`config.mk`:
```
export PLATFORM = sky130hd
export DESIGN_NAME = pattern_fill_engine
export DESIGN_NICKNAME = d
export VERILOG_FILES = /design/src/rtl/pfe_pkg.sv /design/src/rtl/pfe_regs.sv /design/src/rtl/pfe_writer.sv /design/src/rtl/pattern_fill_engine.sv
export SDC_FILE = /design/constraint.sdc
export NUM_CORES = 1
export LEC_CHECK = 0
export ABC_AREA = 1
export ABC_CLOCK_PERIOD_IN_PS = 2800
export BUFFER_PORTS_ARGS = -buffer_cell sky130_fd_sc_hd__buf_2
export CAP_MARGIN = 20
export CORE_UTILIZATION = 49
export DETAILED_ROUTE_END_ITERATION = 7
export PLACE_DENSITY = 0.79
export SYNTH_ARGS = -nofsm -noshare
export SYNTH_HDL_FRONTEND = slang
export SYNTH_SLANG_ARGS = --single-unit
```
`constraint.sdc`:
```
create_clock -name clk -period 2.8 [get_ports clk]
set_input_delay 0.14 -clock clk [delete_from_list [all_inputs] [get_ports clk]]
set_output_delay 0.14 -clock clk [all_outputs]
set_load 0.005 [all_outputs]
```
`src/rtl/pfe_pkg.sv`:
```
package pfe_pkg;

    localparam int ADDR_W     = 32;
    localparam int DATA_W     = 32;
    localparam int STRB_W     = DATA_W / 8;
    localparam int REG_AW     = 5;
    localparam int PAGE_BYTES = 4096;

    localparam logic [1:0] BURST_INCR = 2'b01;
    localparam logic [1:0] RESP_OKAY  = 2'b00;
    localparam logic [2:0] SIZE_WORD  = 3'b010;

    localparam logic [REG_AW-1:0] CTRL_OFF = 5'h00;
    localparam logic [REG_AW-1:0] BASE_OFF = 5'h10;

    localparam int CTRL_GO   = 0;
    localparam int STAT_DONE = 1;
    localparam int STAT_IDLE = 2;
    localparam int STAT_ERR  = 3;

    typedef enum logic [1:0] {
        WR_IDLE,
        WR_ADDR,
        WR_DATA,
        WR_RESP
    } wr_state_e;

    typedef struct packed {
        logic [ADDR_W-1:0] addr;
        logic [7:0]        len;
    } aw_cmd_t;

    typedef struct packed {
        logic err;
        logic idle;
        logic done;
    } stat_t;

    // beats that remain before the next 4 KB page
    function automatic logic [31:0] beats_to_page(input logic [ADDR_W-1:0] addr);
        return (32'(PAGE_BYTES) - {20'b0, addr[11:0]}) >> 2;
    endfunction

    // beats in the next burst: smallest of cap, remaining words, room in page
    function automatic logic [31:0] burst_beats(input logic [ADDR_W-1:0] addr,
                                                input logic [31:0] remaining,
                                                input logic [31:0] cap);
        logic [31:0] n;
        n = cap;
        if (remaining < n) n = remaining;
        if (beats_to_page(addr) < n) n = beats_to_page(addr);
        return n;
    endfunction

    function automatic logic [DATA_W-1:0] pack_status(input stat_t s);
        logic [DATA_W-1:0] w;
        w = '0;
        w[STAT_DONE] = s.done;
        w[STAT_IDLE] = s.idle;
        w[STAT_ERR]  = s.err;
        return w;
    endfunction

endpackage

```
`src/rtl/pfe_regs.sv`:
```
module pfe_regs
    import pfe_pkg::*;
(
    input  logic                 clk,
    input  logic                 rst,
    input  logic [REG_AW-1:0]    s_awaddr,
    input  logic                 s_awvalid,
    output logic                 s_awready,
    input  logic [DATA_W-1:0]    s_wdata,
    input  logic [STRB_W-1:0]    s_wstrb,
    input  logic                 s_wvalid,
    output logic                 s_wready,
    output logic [1:0]           s_bresp,
    output logic                 s_bvalid,
    input  logic                 s_bready,
    input  logic [REG_AW-1:0]    s_araddr,
    input  logic                 s_arvalid,
    output logic                 s_arready,
    output logic [DATA_W-1:0]    s_rdata,
    output logic [1:0]           s_rresp,
    output logic                 s_rvalid,
    input  logic                 s_rready,
    input  logic                 busy_i,
    input  logic                 done_i,
    input  logic                 err_i,
    output logic                 start_o,
    output logic [ADDR_W-1:0]    base_o
);

    logic              bvalid_q;
    logic              rvalid_q;
    logic [DATA_W-1:0] rdata_q;
    logic [ADDR_W-1:0] base_q;
    logic              done_q;
    logic              err_q;
    logic              wr_fire;
    logic              rd_fire;
    stat_t             stat;

    assign wr_fire   = s_awvalid && s_wvalid && !bvalid_q;
    assign rd_fire   = s_arvalid && !rvalid_q;
    assign s_awready = wr_fire;
    assign s_wready  = wr_fire;
    assign s_arready = !rvalid_q;
    assign s_bvalid  = bvalid_q;
    assign s_bresp   = RESP_OKAY;
    assign s_rvalid  = rvalid_q;
    assign s_rresp   = RESP_OKAY;
    assign s_rdata   = rdata_q;
    assign base_o    = base_q;

    assign start_o = wr_fire && (s_awaddr == CTRL_OFF) && s_wstrb[0]
                     && s_wdata[CTRL_GO] && !busy_i;

    always_comb begin
        stat.err  = err_q;
        stat.idle = !busy_i;
        stat.done = done_q;
    end

    always_ff @(posedge clk) begin
        if (rst) begin
            bvalid_q <= 1'b0;
            base_q   <= '0;
        end else begin
            if (wr_fire) begin
                bvalid_q <= 1'b1;
            end else if (s_bready) begin
                bvalid_q <= 1'b0;
            end
            if (wr_fire && (s_awaddr == BASE_OFF)) begin
                for (int b = 0; b < STRB_W; b++) begin
                    if (s_wstrb[b]) base_q[8*b +: 8] <= s_wdata[8*b +: 8];
                end
                base_q[1:0] <= 2'b00;
            end
        end
    end

    always_ff @(posedge clk) begin
        if (rst) begin
            done_q <= 1'b0;
            err_q  <= 1'b0;
        end else begin
            if (start_o)     done_q <= 1'b0;
            else if (done_i) done_q <= 1'b1;
            if (start_o)     err_q  <= 1'b0;
            else if (err_i)  err_q  <= 1'b1;
        end
    end

    always_ff @(posedge clk) begin
        if (rst) begin
            rvalid_q <= 1'b0;
            rdata_q  <= '0;
        end else if (rd_fire) begin
            rvalid_q <= 1'b1;
            if (s_araddr == CTRL_OFF)      rdata_q <= pack_status(stat);
            else if (s_araddr == BASE_OFF) rdata_q <= base_q;
            else                           rdata_q <= '0;
        end else if (s_rready) begin
            rvalid_q <= 1'b0;
        end
    end


    done_not_busy_chk: assert property (@(posedge clk) disable iff (rst)
        done_q |-> !busy_i);


    start_runs_chk: assert property (@(posedge clk) disable iff (rst)
        start_o |=> busy_i);


    err_sticky_chk: assert property (@(posedge clk) disable iff (rst)
        (err_q && !start_o) |=> err_q);

endmodule

```
`src/rtl/pfe_writer.sv`:
```
module pfe_writer
    import pfe_pkg::*;
#(
    parameter int WORDS     = 50,
    parameter int MAX_BURST = 16
) (
    input  logic                 clk,
    input  logic                 rst,
    input  logic                 start_i,
    input  logic [ADDR_W-1:0]    base_i,
    output logic                 busy_o,
    output logic                 done_o,
    output logic                 err_o,
    output logic [ADDR_W-1:0]    m_awaddr,
    output logic [7:0]           m_awlen,
    output logic [2:0]           m_awsize,
    output logic [1:0]           m_awburst,
    output logic                 m_awvalid,
    input  logic                 m_awready,
    output logic [DATA_W-1:0]    m_wdata,
    output logic [STRB_W-1:0]    m_wstrb,
    output logic                 m_wlast,
    output logic                 m_wvalid,
    input  logic                 m_wready,
    input  logic [1:0]           m_bresp,
    input  logic                 m_bvalid,
    output logic                 m_bready
);

    localparam int CNT_W  = $clog2(WORDS + 1);
    localparam int BEAT_W = $clog2(MAX_BURST + 1);

    wr_state_e         state_q;
    logic [ADDR_W-1:0] addr_q;
    logic [DATA_W-1:0] word_q;
    logic [CNT_W-1:0]  rem_q;
    logic [BEAT_W-1:0] beats_q;
    aw_cmd_t           cmd;

    always_comb begin
        cmd.addr = addr_q;
        cmd.len  = 8'(burst_beats(addr_q, 32'(rem_q), 32'(MAX_BURST)) - 32'd1);
    end

    always_ff @(posedge clk) begin
        if (rst) begin
            state_q <= WR_IDLE;
            addr_q  <= '0;
            word_q  <= '0;
            rem_q   <= '0;
            beats_q <= '0;
        end else begin
            case (state_q)
                WR_IDLE: if (start_i) begin
                    addr_q  <= base_i & ~ADDR_W'(3);
                    word_q  <= '0;
                    rem_q   <= CNT_W'(WORDS);
                    state_q <= WR_ADDR;
                end
                WR_ADDR: if (m_awready) begin
                    beats_q <= BEAT_W'(32'(cmd.len) + 32'd1);
                    state_q <= WR_DATA;
                end
                WR_DATA: if (m_wready) begin
                    word_q  <= word_q + DATA_W'(1);
                    addr_q  <= addr_q + ADDR_W'(4);
                    rem_q   <= rem_q - CNT_W'(1);
                    beats_q <= beats_q - BEAT_W'(1);
                    if (beats_q == BEAT_W'(1)) state_q <= WR_RESP;
                end
                WR_RESP: if (m_bvalid) begin
                    state_q <= (rem_q == '0) ? WR_IDLE : WR_ADDR;
                end
                default: state_q <= WR_IDLE;
            endcase
        end
    end

    assign m_awvalid = (state_q == WR_ADDR);
    assign m_awaddr  = cmd.addr;
    assign m_awlen   = cmd.len;
    assign m_awsize  = SIZE_WORD;
    assign m_awburst = BURST_INCR;
    assign m_wvalid  = (state_q == WR_DATA);
    assign m_wdata   = word_q;
    assign m_wstrb   = '1;
    assign m_wlast   = (beats_q == BEAT_W'(1));
    assign m_bready  = (state_q == WR_RESP);
    assign busy_o    = (state_q != WR_IDLE);
    assign done_o    = m_bready && m_bvalid && (rem_q == '0);
    assign err_o     = m_bready && m_bvalid && (m_bresp != RESP_OKAY);

    // shadow tracking of the bus, used only by the checks below
    logic [8:0] sh_left;
    logic       sh_bpend;
    always_ff @(posedge clk) begin
        if (rst) begin
            sh_left  <= '0;
            sh_bpend <= 1'b0;
        end else begin
            if (m_awvalid && m_awready)     sh_left <= 9'(m_awlen) + 9'd1;
            else if (m_wvalid && m_wready)  sh_left <= sh_left - 9'd1;
            if (m_wvalid && m_wready && m_wlast) sh_bpend <= 1'b1;
            else if (m_bvalid && m_bready)       sh_bpend <= 1'b0;
        end
    end


    wlast_final_chk: assert property (@(posedge clk) disable iff (rst)
        m_wvalid |-> (m_wlast == (sh_left == 9'd1)));


    page_len_chk: assert property (@(posedge clk) disable iff (rst)
        m_awvalid |-> ((32'(m_awlen) < 32'(MAX_BURST)) &&
                       ({20'b0, m_awaddr[11:0]} + (32'(m_awlen) + 32'd1) * 32'd4 <= 32'(PAGE_BYTES))));


    one_burst_chk: assert property (@(posedge clk) disable iff (rst)
        m_awvalid |-> (!sh_bpend && sh_left == 9'd0));


    aw_hold_chk: assert property (@(posedge clk) disable iff (rst)
        (m_awvalid && !m_awready) |=> (m_awvalid && $stable(m_awaddr) && $stable(m_awlen)));


    w_hold_chk: assert property (@(posedge clk) disable iff (rst)
        (m_wvalid && !m_wready) |=> (m_wvalid && $stable(m_wdata) && $stable(m_wlast)));

endmodule

```
`src/rtl/pattern_fill_engine.sv`:
```
module pattern_fill_engine
    import pfe_pkg::*;
#(
    parameter int WORDS     = 50,
    parameter int MAX_BURST = 16
) (
    input  logic                 clk,
    input  logic                 rst,
    input  logic [REG_AW-1:0]    s_awaddr,
    input  logic                 s_awvalid,
    output logic                 s_awready,
    input  logic [DATA_W-1:0]    s_wdata,
    input  logic [STRB_W-1:0]    s_wstrb,
    input  logic                 s_wvalid,
    output logic                 s_wready,
    output logic [1:0]           s_bresp,
    output logic                 s_bvalid,
    input  logic                 s_bready,
    input  logic [REG_AW-1:0]    s_araddr,
    input  logic                 s_arvalid,
    output logic                 s_arready,
    output logic [DATA_W-1:0]    s_rdata,
    output logic [1:0]           s_rresp,
    output logic                 s_rvalid,
    input  logic                 s_rready,
    output logic [ADDR_W-1:0]    m_awaddr,
    output logic [7:0]           m_awlen,
    output logic [2:0]           m_awsize,
    output logic [1:0]           m_awburst,
    output logic                 m_awvalid,
    input  logic                 m_awready,
    output logic [DATA_W-1:0]    m_wdata,
    output logic [STRB_W-1:0]    m_wstrb,
    output logic                 m_wlast,
    output logic                 m_wvalid,
    input  logic                 m_wready,
    input  logic [1:0]           m_bresp,
    input  logic                 m_bvalid,
    output logic                 m_bready
);

    logic              start;
    logic              busy;
    logic              done;
    logic              err;
    logic [ADDR_W-1:0] base;

    pfe_regs u_regs (
        .clk       (clk),
        .rst       (rst),
        .s_awaddr  (s_awaddr),
        .s_awvalid (s_awvalid),
        .s_awready (s_awready),
        .s_wdata   (s_wdata),
        .s_wstrb   (s_wstrb),
        .s_wvalid  (s_wvalid),
        .s_wready  (s_wready),
        .s_bresp   (s_bresp),
        .s_bvalid  (s_bvalid),
        .s_bready  (s_bready),
        .s_araddr  (s_araddr),
        .s_arvalid (s_arvalid),
        .s_arready (s_arready),
        .s_rdata   (s_rdata),
        .s_rresp   (s_rresp),
        .s_rvalid  (s_rvalid),
        .s_rready  (s_rready),
        .busy_i    (busy),
        .done_i    (done),
        .err_i     (err),
        .start_o   (start),
        .base_o    (base)
    );

    pfe_writer #(
        .WORDS     (WORDS),
        .MAX_BURST (MAX_BURST)
    ) u_writer (
        .clk       (clk),
        .rst       (rst),
        .start_i   (start),
        .base_i    (base),
        .busy_o    (busy),
        .done_o    (done),
        .err_o     (err),
        .m_awaddr  (m_awaddr),
        .m_awlen   (m_awlen),
        .m_awsize  (m_awsize),
        .m_awburst (m_awburst),
        .m_awvalid (m_awvalid),
        .m_awready (m_awready),
        .m_wdata   (m_wdata),
        .m_wstrb   (m_wstrb),
        .m_wlast   (m_wlast),
        .m_wvalid  (m_wvalid),
        .m_wready  (m_wready),
        .m_bresp   (m_bresp),
        .m_bvalid  (m_bvalid),
        .m_bready  (m_bready)
    );

endmodule

```
Yosys cells after proc, flatten, opt, wreduce, memory -nomap -nowiden
Index checks and enable logic that the tools add are counted.
{ "classes": {"n_lt_le_gt_ge": 2, "addsub": 7, "muxes": 27, "eq_ne": 11, "reduce_logical": 32} }
{ "ops": {"columns": ["operator", "count"], "rows": [
  ["two-way mux 32 bit", 6],
  ["one-hot mux 32 bit (2 select lines)", 2],
  ["adder 32 x 1 -> 32 bit, second input constant", 1],
  ["adder 32 x 3 -> 32 bit, second input constant", 1],
  ["less-than comparator 30 x 6 -> 1 bit", 1],
  ["two-way mux 6 bit", 3],
  ["subtractor 13 x 12 -> 14 bit, first input constant", 1],
  ["one-hot mux 6 bit (2 select lines)", 1],
  ["nonzero test 2 bit", 6],
  ["logical AND 1 bit", 11],
  ["== test 5 bit, second input constant", 2],
  ["logical NOT 5 bit", 2],
  ["two-way mux 2 bit", 5],
  ["two-way mux 5 bit", 2],
  ["one-hot mux 5 bit (2 select lines)", 1],
  ["two-way mux 8 bit", 1],
  ["one-hot mux 2 bit (4 select lines)", 1],
  ["AND reduction 2 bit", 4],
  ["subtractor 8 x 1 -> 8 bit, second input constant", 1],
  ["logical NOT 6 bit", 1],
  ["less-than comparator 6 x 5 -> 1 bit, second input constant", 1],
  ["inequality test 2 bit, second input constant", 3],
  ["AND reduction 3 bit", 2],
  ["subtractor 6 x 1 -> 6 bit, second input constant", 1],
  ["11 further kinds", 19]
]} }
{ "totals": {"in_bits": 58, "out_inout_bits": 126, "word_cells": 93, "ff_bits": 143} }

Depth between registers and ports, before layout
Gate-level depths: netlist of the first run.
{ "depth": {"word_depth": 8, "mapped_depth": 24} }

Cells and area by module
A second synthesis of the first run with hierarchy kept.
{ "unflattened": {"hier_cells": 1127, "hier_area_um2": 7751.2} }
{ "by_module_without_submodules": {"columns": ["mod", "n_inst", "area_each_um2", "seq_area_each_um2", "cells_per_inst"], "rows": [
  ["pfe_writer", 1, 4913.5, 1501.4, 736],
  ["pfe_regs", 1, 2837.7, 1301.2, 391]
]} }

Worst setup path after synthesis of the first run
Ideal clock, no wire load.
{ "synth_path": {"path_type": "reg-to-reg", "from": "register u_writer.addr_q[2], in the netlist u_writer.m_awaddr[2]", "to": "register u_writer.beats_q[3]", "path_buffers": 0, "period_less_slack_ps": 2835, "arrival_ps": 2765, "path_stages_with_launch": 24, "setup_time_ps": 70, "slack_ps": -35, "cell_sequence": "dfxtp_1 inv_2 ha_1 nand3_1 nand2_1 o21ai_0 inv_1 ha_1 nand2_1 a21oi_1 nor2_1 nand3_2 nor2_8 nand2_4 nand2_1 nand2_2 ha_1 inv_1 nand3_1 nand2_1 nand2_1 nand3_1 nand3_1 a21oi_1"} }
{ "synth_between": {"elab_chain_cells": 7} }
{ "synth_rtl": {"columns": ["item", "line_no", "source"], "rows": [
  ["start, declared", "pfe_writer.sv:34", "logic [ADDR_W-1:0] addr_q;"],
  ["start signal, assigned", "pfe_writer.sv:55", "addr_q <= base_i & ~ADDR_W'(3);"],
  ["start signal, assigned", "pfe_writer.sv:66", "addr_q <= addr_q + ADDR_W'(4);"],
  ["subtractor 13 x 12 -> 14 bit *", "pfe_pkg.sv:41", "return (32'(PAGE_BYTES) - {20'b0, addr[11:0]}) >> 2;"],
  ["less-than comparator 30 x 6 -> 1 bit", "pfe_pkg.sv:51", "if (beats_to_page(addr) < n) n = beats_to_page(addr);"],
  ["two-way mux 8 bit *", "pfe_pkg.sv:51", null],
  ["subtractor 8 x 1 -> 8 bit *", "pfe_writer.sv:42", "cmd.len = 8'(burst_beats(addr_q, 32'(rem_q), 32'(MAX_BURST)) - 32'd1);"],
  ["named net m_awlen[0]", "pattern_fill_engine.sv:27", "output logic [7:0] m_awlen,"],
  ["adder 5 x 1 -> 5 bit *", "pfe_writer.sv:61", "beats_q <= BEAT_W'(32'(cmd.len) + 32'd1);"],
  ["two-way mux 5 bit *", "pfe_writer.sv:60", "WR_ADDR: if (m_awready) begin"],
  ["one-hot mux 5 bit (2 select lines) *", "pfe_writer.sv:53", "case (state_q)"],
  ["end signal, assigned", "pfe_writer.sv:61", null],
  ["end signal, assigned", "pfe_writer.sv:68", "beats_q <= beats_q - BEAT_W'(1);"],
  ["end, declared", "pfe_writer.sv:37", "logic [BEAT_W-1:0] beats_q;"]
]} }
The timed path passes the listed nets; every way through them passes the cells marked *. The select of a mux whose other input is x is not followed.
A chain may end at the register's enable or synchronous reset.

Worst setup path after layout of the first run
{ "layout_path": {"from": "register u_writer.addr_q[3], in the netlist u_writer.m_awaddr[3]", "to": "output port m_awlen[5]"} }
{ "layout_between": {"elab_chain_cells": 4} }
{ "layout_rtl": {"columns": ["item", "line_no"], "rows": [
  ["subtractor 13 x 12 -> 14 bit *", "pfe_pkg.sv:41"],
  ["less-than comparator 30 x 6 -> 1 bit", "pfe_pkg.sv:51"],
  ["two-way mux 8 bit *", "pfe_pkg.sv:51"],
  ["subtractor 8 x 1 -> 8 bit *", "pfe_writer.sv:42"],
  ["end, declared", "pattern_fill_engine.sv:27"]
]} }
Mark *: on every way between the ends. The rest lies on a longest branch, timed or not.

==> flow_summary.ini, run 1 <==
[sta]
grt_setup_unrepaired = yes
transition_time_at_the_pin_with_the_least_slew_margin_ns = 0.768
timing.clock.skew_ns = 0.00969
postLayoutSetupSlackWorst_ns = -0.407
fin_worst_hold_slack_ns = 0.0477
achievable-frequency_mhz = 312
setup_tns_ns = -2.00
hold_viol_final = 0
period_minus_slack_ns = 3.21
final_worst_path_period_share = 1.15
timing_max_transition_violations_final = 0
setup-violations-final = 8
normalized_max_slew_margin = 0.488

[worst_setup_path]
worst_setup_endpoint = m_awlen[5]
setup.worst_path.start = u_writer.m_awaddr[3]$_SDFFE_PP0P_
reg2regPathDepth = 21
setup.worst_path.class = reg2out
arrival_ns = 3.07
path_max_fanout = 7
setup_slack_of_the_most_critical_reg_to_reg_path_ns = 0
worst_r2r_startpoint = u_writer.m_awaddr[3]$_SDFFE_PP0P_
critical_path_required_ns = 2.66
timing.critical_path.from_type = flip-flop
rr_endpoint = u_writer.beats_q[3]$_SDFFE_PP0P_
cp-end-kind = output port

[synth]
syn-mean-instance-area_um2 = 6.98
post_synth_instance_area_mm2 = 0.00781
ys_ff_latch = 140
synth-warning-count = 0
number_of_enable_type_register_cells_in_the_synthesized_netlist = 0
synthDominantAreaCellType = dfxtp_1
synth-main-ff-cell = dfxtp_1
synth_top_area_share = 0.359
synth_cell_types = 60
synth_async_sr_flop_share = 0
yosysSeqAreaShare = 0.359
synthCells = 1119
synthTopCellsByArea = dfxtp_1, nand2_1, a21oi_1

[clocking]
clockBufferDepth = 2
cts_buffers = 17
clk_root_buffer_cell = clkbuf_16
worst_skew_pair.late_latency_ns = 0.42
clock-sinks = 140
tritoncts = yes
path_clk_slew_ns = 0.06
ctsHtreeMaxLevel = 4

[detailed_routing]
antenna_violating_nets_post_route = 0
drt_iter0_markers = 835
remaining_drc_errors = 0
post_drt_via_cell_ratio = 5.40
route.detailed.wl_per_inst_um = 14.9
via_count = 8411
first_pass_iters = 6
wl_um = 23300

[final_layout]
area_growth_pct = 29.7
multiInputGateArea_mm2 = 0.00445
final.fill_count = 1301
final_net_count = 1409
seqCellArea_mm2 = 0.00282
cell_count_final_fillers_out = 1558
num_antenna_cells = 0
utilization = 0.659
final_layout_size_suffix_gt1_frac = 0.256
most_used_cells_in_the_layout_excluding_fill_and_tap_cells = nand2_1, buf_2, dfxtp_1
most_common_cell_after_layout_fill_and_taps_aside = nand2_1
design_area_final_mm2 = 0.0101

[pwr]
power.total_mw = 8.56
power_density_mw_per_mm2 = 845
max_vdd_drop_mv = 0.786
cellLeakagePower_nw = 4.32

[floorplanning]
core_area_mm2 = 0.0154
design.portCount = 184
floorplan_row_count = 45
die-area_mm2 = 0.0164
floorplan.die.width_um = 128
floorplan.initialDensity = 0.508
chipHeight_um = 128

[outcome]
failed_checks = setup timing
run_status = finished, violations left

[place]
dpl.cell_count = 1482
placedInstanceArea_mm2 = 0.00890
globalplace.congestion = 0.934
port-buffer-count = 166
detailed_place_hpwl_um = 15900
detailedPlace.worstSlack_ns = -0.0901

[global_routing]
grt_pass1_wl_um = 36900
grt_usage = 0.283
grt_antenna_before_repair = 0
grt_max_degree = 70
overflow = 0
grt_pass1_vias = 7473

[min_path]
worstHoldPathType = in2reg

[run]
max_cap_viol_count = 0
[worst min-delay path by stage]
stage                      from                             end  slack (ns)  cells after the start
floorplan           s_wdata[10]  u_regs.base_o[10]$_SDFFE_PP0P_        0.29                      2
global placement       s_bready    u_regs.s_bvalid$_SDFFE_PP0P_        0.39                      4
detailed placement  s_wdata[25]  u_regs.base_o[25]$_SDFFE_PP0P_        0.40                      3
CTS                   s_awvalid    u_regs.s_bvalid$_SDFFE_PP0P_        0.03                      3
global route          s_awvalid    u_regs.s_bvalid$_SDFFE_PP0P_        0.06                      3
finish                s_awvalid    u_regs.s_bvalid$_SDFFE_PP0P_        0.05                      3
[routing by layer]
layer / part of all wire / GRT usage / up-vias
met5: 0 / 0 / -
met4: 0.020 / 0.104 / 0
met3: 0.083 / 0.0480 / 42
met2: 0.44 / 0.418 / 429
met1: 0.46 / 0.411 / 3825
li1: - / - / 4115
[report_power, final]
group / internal (mW) / total [mW] / switching [mW]
logic: 1.70 / 3.84 / 2.14
clock network: 1.37 / 2.38 / 1.01
registers: 2.16 / 2.34 / 0.182
[flip-flops by register name, indices dropped and copies added, names as in the netlist]
register / flops
u_regs.s_bvalid: 1
u_regs.s_rdata: 31
u_writer.rem_q: 6
u_writer.state_q: 2
u_regs.err_q: 1
u_writer.m_wdata: 32
u_regs.base_o: 30
u_regs.done_q: 1
u_regs.s_rvalid: 1
u_writer.m_awaddr: 30
u_writer.beats_q: 5
[final cells by class]
type | count | share of cell area
clock inverters | 15 | 0.0193
clock buffers | 17 | 0.0420
multi-input cells | 816 | 0.440
well taps | 211 | 0.0261
flip-flops and latches | 140 | 0.278
inverters | 114 | 0.0430
repair buffers | 245 | 0.152
[cell usage after synthesis, drive strengths merged (14+ instances only)]
cell / number
a21oi: 129
buf: 27
clkbuf: 37
dfxtp: 140
ha: 17
inv: 111
nand2: 251
nand3: 51
nand4: 14
nor2: 100
nor3: 29
o21ai: 109
xor2: 16
[cell families (layout without fill, tap and decap cells)]
family,after synthesis,after routing,share of synthesized area
AND/OR/NAND/NOR,470,470,0.281
AO/OA/AOI/OAI,288,288,0.204
buffers and inverters,178,391,0.0992
flip-flops,140,140,0.359
XOR/XNOR,24,24,0.0279
adder cells (fa/ha/maj),17,17,0.0272
other,2,17,0.000962
[repair_timing]
item / 4_1_cts / 5_1_grt
pin swaps: 16 / 14
setup endpoints to repair: 10 / 12
resized for setup: 29 / 16
hold buffers: 32 / 0
buffers inserted: 6 / 6
hold endpoints to repair: 32 / 0
[critical path, cell delays in order, from the launching register on]
cell     delay, ns
dfxtp_4       0.36
nor2_4        0.12
nand2_4       0.08
nor2_4        0.13
xor2_2        0.18
inv_2         0.07
ha_4          0.16
a21o_1        0.16
nor2_2        0.11
nand3_2       0.13
nor2_8        0.21
nand2_4       0.08
buf_6         0.14
o21ai_2       0.15
inv_1         0.07
or2_4         0.26
xnor2_2       0.12
buf_2         0.13
Power figures use the tool's default switching activity.
==> run 2: changes to the inputs <==
- ABC_CLOCK_PERIOD_IN_PS: 2800 -> 2930
- clock period: 2.8 -> 2.93 ns (I/O delays scaled with it)
==> flow_summary.ini, run 2 (synthesis results as in run 1) <==
[sta]
transition_time_at_the_pin_with_the_least_slew_margin_ns = 0.777
achievable-frequency_mhz = 311
final_worst_path_period_share = 1.10
timing.clock.skew_ns = 0.00848
timing_max_transition_violations_final = 0
grt_setup_unrepaired = yes
postLayoutSetupSlackWorst_ns = -0.289
setup-violations-final = 8
period_minus_slack_ns = 3.22
hold_viol_final = 0
normalized_max_slew_margin = 0.482

[worst_setup_path]
timing.critical_path.from_type = flip-flop
setup_slack_of_the_most_critical_reg_to_reg_path_ns = -0.01
reg2regPathDepth = 23
crit_path_cell_trace = inv_2 > nand2_4 > buf_4 > o21ai_4 > inv_2 > ha_4 > nand2_2 > a21oi_2 > nor2_2 > nand3_2 > nor2_8 > nand3_2 > nand2_2 > buf_6 > nand4_4 > or2_4 > xnor2_2 > buf_2
setup.worst_path.start = u_writer.m_awaddr[5]$_SDFFE_PP0P_
cpLargestDelayFamily = simple AND/OR/NAND/NOR gates
critical_path_depth = 18
worst_setup_endpoint = m_awlen[5]
cp-end-kind = output port
worst_r2r_startpoint = u_writer.m_awaddr[5]$_SDFFE_PP0P_
max_stage_delay_ns = 0.33
setup.worst_path.class = reg2out
slowest_stage = dfxtp_1
rr_endpoint = u_writer.beats_q[3]$_SDFFE_PP0P_
arrival_ns = 3.07
path_max_fanout = 6
worstPathBufferInverterCount = 5
critical_path_required_ns = 2.78

[final_layout]
design_area_final_mm2 = 0.0100
most_used_cells_in_the_layout_excluding_fill_and_tap_cells = nand2_1, buf_2, dfxtp_1
utilization = 0.653
cell_count_final_fillers_out = 1559
largest_register_ffs = 32
final_net_count = 1409
most_common_cell_after_layout_fill_and_taps_aside = nand2_1
final_layout_size_suffix_gt1_frac = 0.256
area_growth_pct = 28.6

[pwr]
power_density_mw_per_mm2 = 793
cellLeakagePower_nw = 4.29
max_vdd_drop_mv = 0.725
power.total_mw = 7.97

[detailed_routing]
wl_um = 23700
first_pass_iters = 5
post_drt_via_cell_ratio = 5.48
antenna_violating_nets_post_route = 0
route.detailed.wl_per_inst_um = 15.2
drt_iter0_markers = 717
via_count = 8548
remaining_drc_errors = 0

[outcome]
run_status = finished, violations left
failed_checks = setup timing

[min_path]
worst_hold_path.num_cells = 3
min-delay-start = s_awvalid
worstHoldPathType = in2reg

[place]
globalplace.congestion = 0.893
detailedPlace.worstSlack_ns = -0.0972
port-buffer-count = 166
detailed_place_hpwl_um = 15700
placedInstanceArea_mm2 = 0.00882
dpl.cell_count = 1473

[clocking]
clk_root_buffer_cell = clkbuf_16
clockBufferDepth = 2
cts_buffers = 17
worst_skew_pair.late_latency_ns = 0.44
ctsHtreeMaxLevel = 4
clock-sinks = 140
path_clk_slew_ns = 0.06
tritoncts = yes

[floorplanning]
floorplan_row_count = 45
design.portCount = 184
core_area_mm2 = 0.0154
floorplan.initialDensity = 0.508
die-area_mm2 = 0.0164
floorplan.die.width_um = 128
chipHeight_um = 128

[run]
max_cap_viol_count = 0

[global_routing]
grt_max_degree = 70
overflow = 0
grt_pass1_wl_um = 37900
grt_pass1_vias = 7739
grt_antenna_before_repair = 1
grt_usage = 0.291
## run 2: final cells by class
| cell class | count | area [µm²] |
|---|---|---|
| inverters | 114 | 434 |
| repair buffers | 245 | 1510 |
| clock inverters | 13 | 125 |
| well taps | 211 | 264 |
| flip-flops and latches | 140 | 2810 |
| clock buffers | 19 | 453 |
| multi-input cells | 816 | 4440 |
| fillers | 1263 | 5330 |
| diodes | 1 | 2.50 |
## run 2: worst min-delay path by stage
stage                                           endpoint  slack (ns)
final                       u_regs.s_bvalid$_SDFFE_PP0P_        0.02
after global routing      u_regs.s_rdata[1]$_SDFFE_PP0P_        0.05
after global placement      u_regs.s_bvalid$_SDFFE_PP0P_        0.39
after CTS                   u_regs.s_bvalid$_SDFFE_PP0P_        0.02
after detailed placement    u_regs.s_bvalid$_SDFFE_PP0P_        0.40
after floorplan           u_regs.base_o[10]$_SDFFE_PP0P_        0.30
## run 2: tightest hold or removal path, cell delays in order
cell,delay (ns)
buf_2,0.07
nand2_1,0.08
a21oi_1,0.12
## run 2: layer usage
metal,vias to the layer above,track usage,share of wire
li1,4132,-,-
met1,3883,0.399,0.43
met2,464,0.434,0.45
met3,69,0.0672,0.093
met4,0,0.124,0.029
met5,-,0,0
## run 2: stage by stage
stage	hold WS [ns]	setup TNS [ns]
after floorplan	0.296	0
after global placement	0.393	0
after detailed placement	0.400	-0.292
after CTS	0.0195	-1.06
after global routing	0.0465	-2.79
final	0.0232	-1.44
## run 2: what timing repair did
action	in CTS	in global routing
hold buffers	31	0
endpoints found under the hold margin	31	0
gates resized for setup	22	21
setup buffers	15	7
pin swaps	20	14
setup endpoints to repair	9	10
## run 2: where the power goes
part / leakage, nW / switching [mW] / total, mW / internal [mW]
combinational: 2.86 / 2.06 / 3.63 / 1.57
sequential: 1.14 / 0.172 / 2.23 / 2.06
clock: 0.282 / 0.937 / 2.10 / 1.16
==> run 3: changes to the inputs <==
- CELL_PAD_IN_SITES_DETAIL_PLACEMENT: default -> 1
- CELL_PAD_IN_SITES_GLOBAL_PLACEMENT: default -> 2
- CORE_UTILIZATION: 49 -> 27
==> flow_summary.ini, run 3 (synthesis results as in run 1) <==
[outcome]
run_status = finished, violations left
failed_checks = setup timing

[floorplanning]
floorplan.initialDensity = 0.278
design.portCount = 184
floorplan.die.width_um = 172
die-area_mm2 = 0.0296
core_area_mm2 = 0.0281
chipHeight_um = 172
floorplan_row_count = 61

[min_path]
worstHoldPathType = in2reg
worst_hold_path.num_cells = 3

[detailed_routing]
first_pass_iters = 5
drt_iter0_markers = 474
remaining_drc_errors = 0
via_count = 8419
wl_um = 29400
antenna_violating_nets_post_route = 0
post_drt_via_cell_ratio = 4.80
route.detailed.wl_per_inst_um = 16.7

[sta]
setup_tns_ns = -2.23
hold_viol_final = 0
timing_max_transition_violations_final = 0
transition_time_at_the_pin_with_the_least_slew_margin_ns = 0.821
achievable-frequency_mhz = 302
timing.clock.skew_ns = 0.0111
postLayoutSetupSlackWorst_ns = -0.378
setup-violations-final = 9
final_worst_path_period_share = 1.13
grt_setup_unrepaired = yes
period_minus_slack_ns = 3.31
normalized_max_slew_margin = 0.453

[global_routing]
grt_usage = 0.195
grt_pass1_vias = 8254
grt_pass1_wl_um = 44700
overflow = 0
grt_antenna_before_repair = 1
grt_max_degree = 70

[clocking]
ctsHtreeMaxLevel = 4
tritoncts = yes
clockBufferDepth = 2
clk_root_buffer_cell = clkbuf_16
path_clk_slew_ns = 0.06
worst_skew_pair.late_latency_ns = 0.43
clock-sinks = 140
cts_buffers = 17

[final_layout]
seqCellArea_mm2 = 0.00281
multiInputGateArea_mm2 = 0.00458
area_growth_pct = 36.9
final_layout_size_suffix_gt1_frac = 0.284
most_common_cell_after_layout_fill_and_taps_aside = nand2_1
final.fill_count = 3570
most_used_cells_in_the_layout_excluding_fill_and_tap_cells = nand2_1, buf_2, dfxtp_1
final_net_count = 1437
largest_register_ffs = 32

[pwr]
max_vdd_drop_mv = 0.367
power_density_mw_per_mm2 = 873
cellLeakagePower_nw = 4.48
power.total_mw = 9.34

[worst_setup_path]
worstPathBufferInverterCount = 5
reg2regPathDepth = 24
critical_path_depth = 17
crit_path_cell_trace = inv_4 > ha_4 > buf_4 > xnor2_2 > ha_1 > nand2_1 > nor2_2 > nand2_1 > nand2_2 > nor2_8 > nand2_8 > buf_6 > o21ai_4 > inv_2 > or2_4 > xnor2_2 > buf_2
path_max_fanout = 7
cp-end-kind = output port
cpLargestDelayFamily = simple AND/OR/NAND/NOR gates
timing.critical_path.from_type = flip-flop
max_stage_delay_ns = 0.38
slowest_stage = dfxtp_4
critical_path_required_ns = 2.78
arrival_ns = 3.16
setup.worst_path.class = reg2out

[run]
max_cap_viol_count = 0

[place]
globalplace.congestion = 0.805
port-buffer-count = 166
detailed_place_hpwl_um = 20200
## run 3: cell types whose count changed in the layout (fill, tap and decap cells not counted), sizes merged
cell,previous run,this run
clkinv,8,10
buf,214,242
clkbuf,19,17
## run 3: final timing paths
kind | from | end | slack [ns]
worst min-delay path | m_bresp[0] | u_regs.err_q$_SDFFE_PP0P_ | 0.03
worst max-delay path | u_writer.m_awaddr[3]$_SDFFE_PP0P_ | m_awlen[5] | -0.38
worst min register to register | u_regs.err_q$_SDFFE_PP0P_ | u_regs.err_q$_SDFFE_PP0P_ | 0.45
worst max register to register | u_writer.m_awaddr[3]$_SDFFE_PP0P_ | u_writer.beats_q[4]$_SDFFE_PP0P_ | -0.21
## run 3: repair_timing
action | in CTS | in global routing
buffers inserted | 31 | 22
hold buffers | 31 | 0
endpoints found under the hold margin | 31 | 0
pin swaps | 29 | 38
setup endpoints to repair | 10 | 11
gates resized for setup | 41 | 50
## run 3: report_power, final
part / switching [mW] / internal (mW) / total (mW) / leakage, nW
combinational: 2.62 / 2.34 / 4.96 / 3.06
sequential: 0.184 / 2.06 / 2.25 / 1.14
clock: 0.997 / 1.13 / 2.13 / 0.284
## run 3: final cells by class
type                    instances  share of cell area
diodes                          1            0.000234
clock buffers                  17              0.0398
clock inverters                15              0.0145
inverters                     114              0.0411
multi-input cells             816               0.429
flip-flops and latches        140               0.263
well taps                     378              0.0443
repair buffers                273               0.168
## run 3: stage by stage
| stage | instances | util | hold slack, ns | instance area, µm² | setup slack, ns |
|---|---|---|---|---|---|
| 3_3_place_gp | 1641 | 0.322 | 0.407 | 9030 | -0.0491 |
| 2_1_floorplan | 1134 | - | 0.296 | 7860 | 0.0949 |
| 4_1_cts | 1735 | 0.368 | 0.0135 | 10300 | -0.305 |
| 5_1_grt | 1754 | 0.381 | 0.0423 | 10700 | -0.520 |
| 6_report | 1754 | 0.381 | 0.0312 | 10700 | -0.378 |
| 3_5_place_dp | 1641 | 0.322 | 0.407 | 9030 | -0.245 |
## run 3: tightest hold or removal path: stages
cell and delay [ns]:
buf_2 0.08, o211ai_1 0.07, a21oi_1 0.13
## run 3: metal layers
metal / up-vias / GRT usage / wire, µm
met2: 162 / 0.303 / 13200
li1: 4199 / - / -
met5: - / 0 / 0
met3: 29 / 0.0254 / 875
met4: 0 / 0.0566 / 446
met1: 4029 / 0.278 / 14800
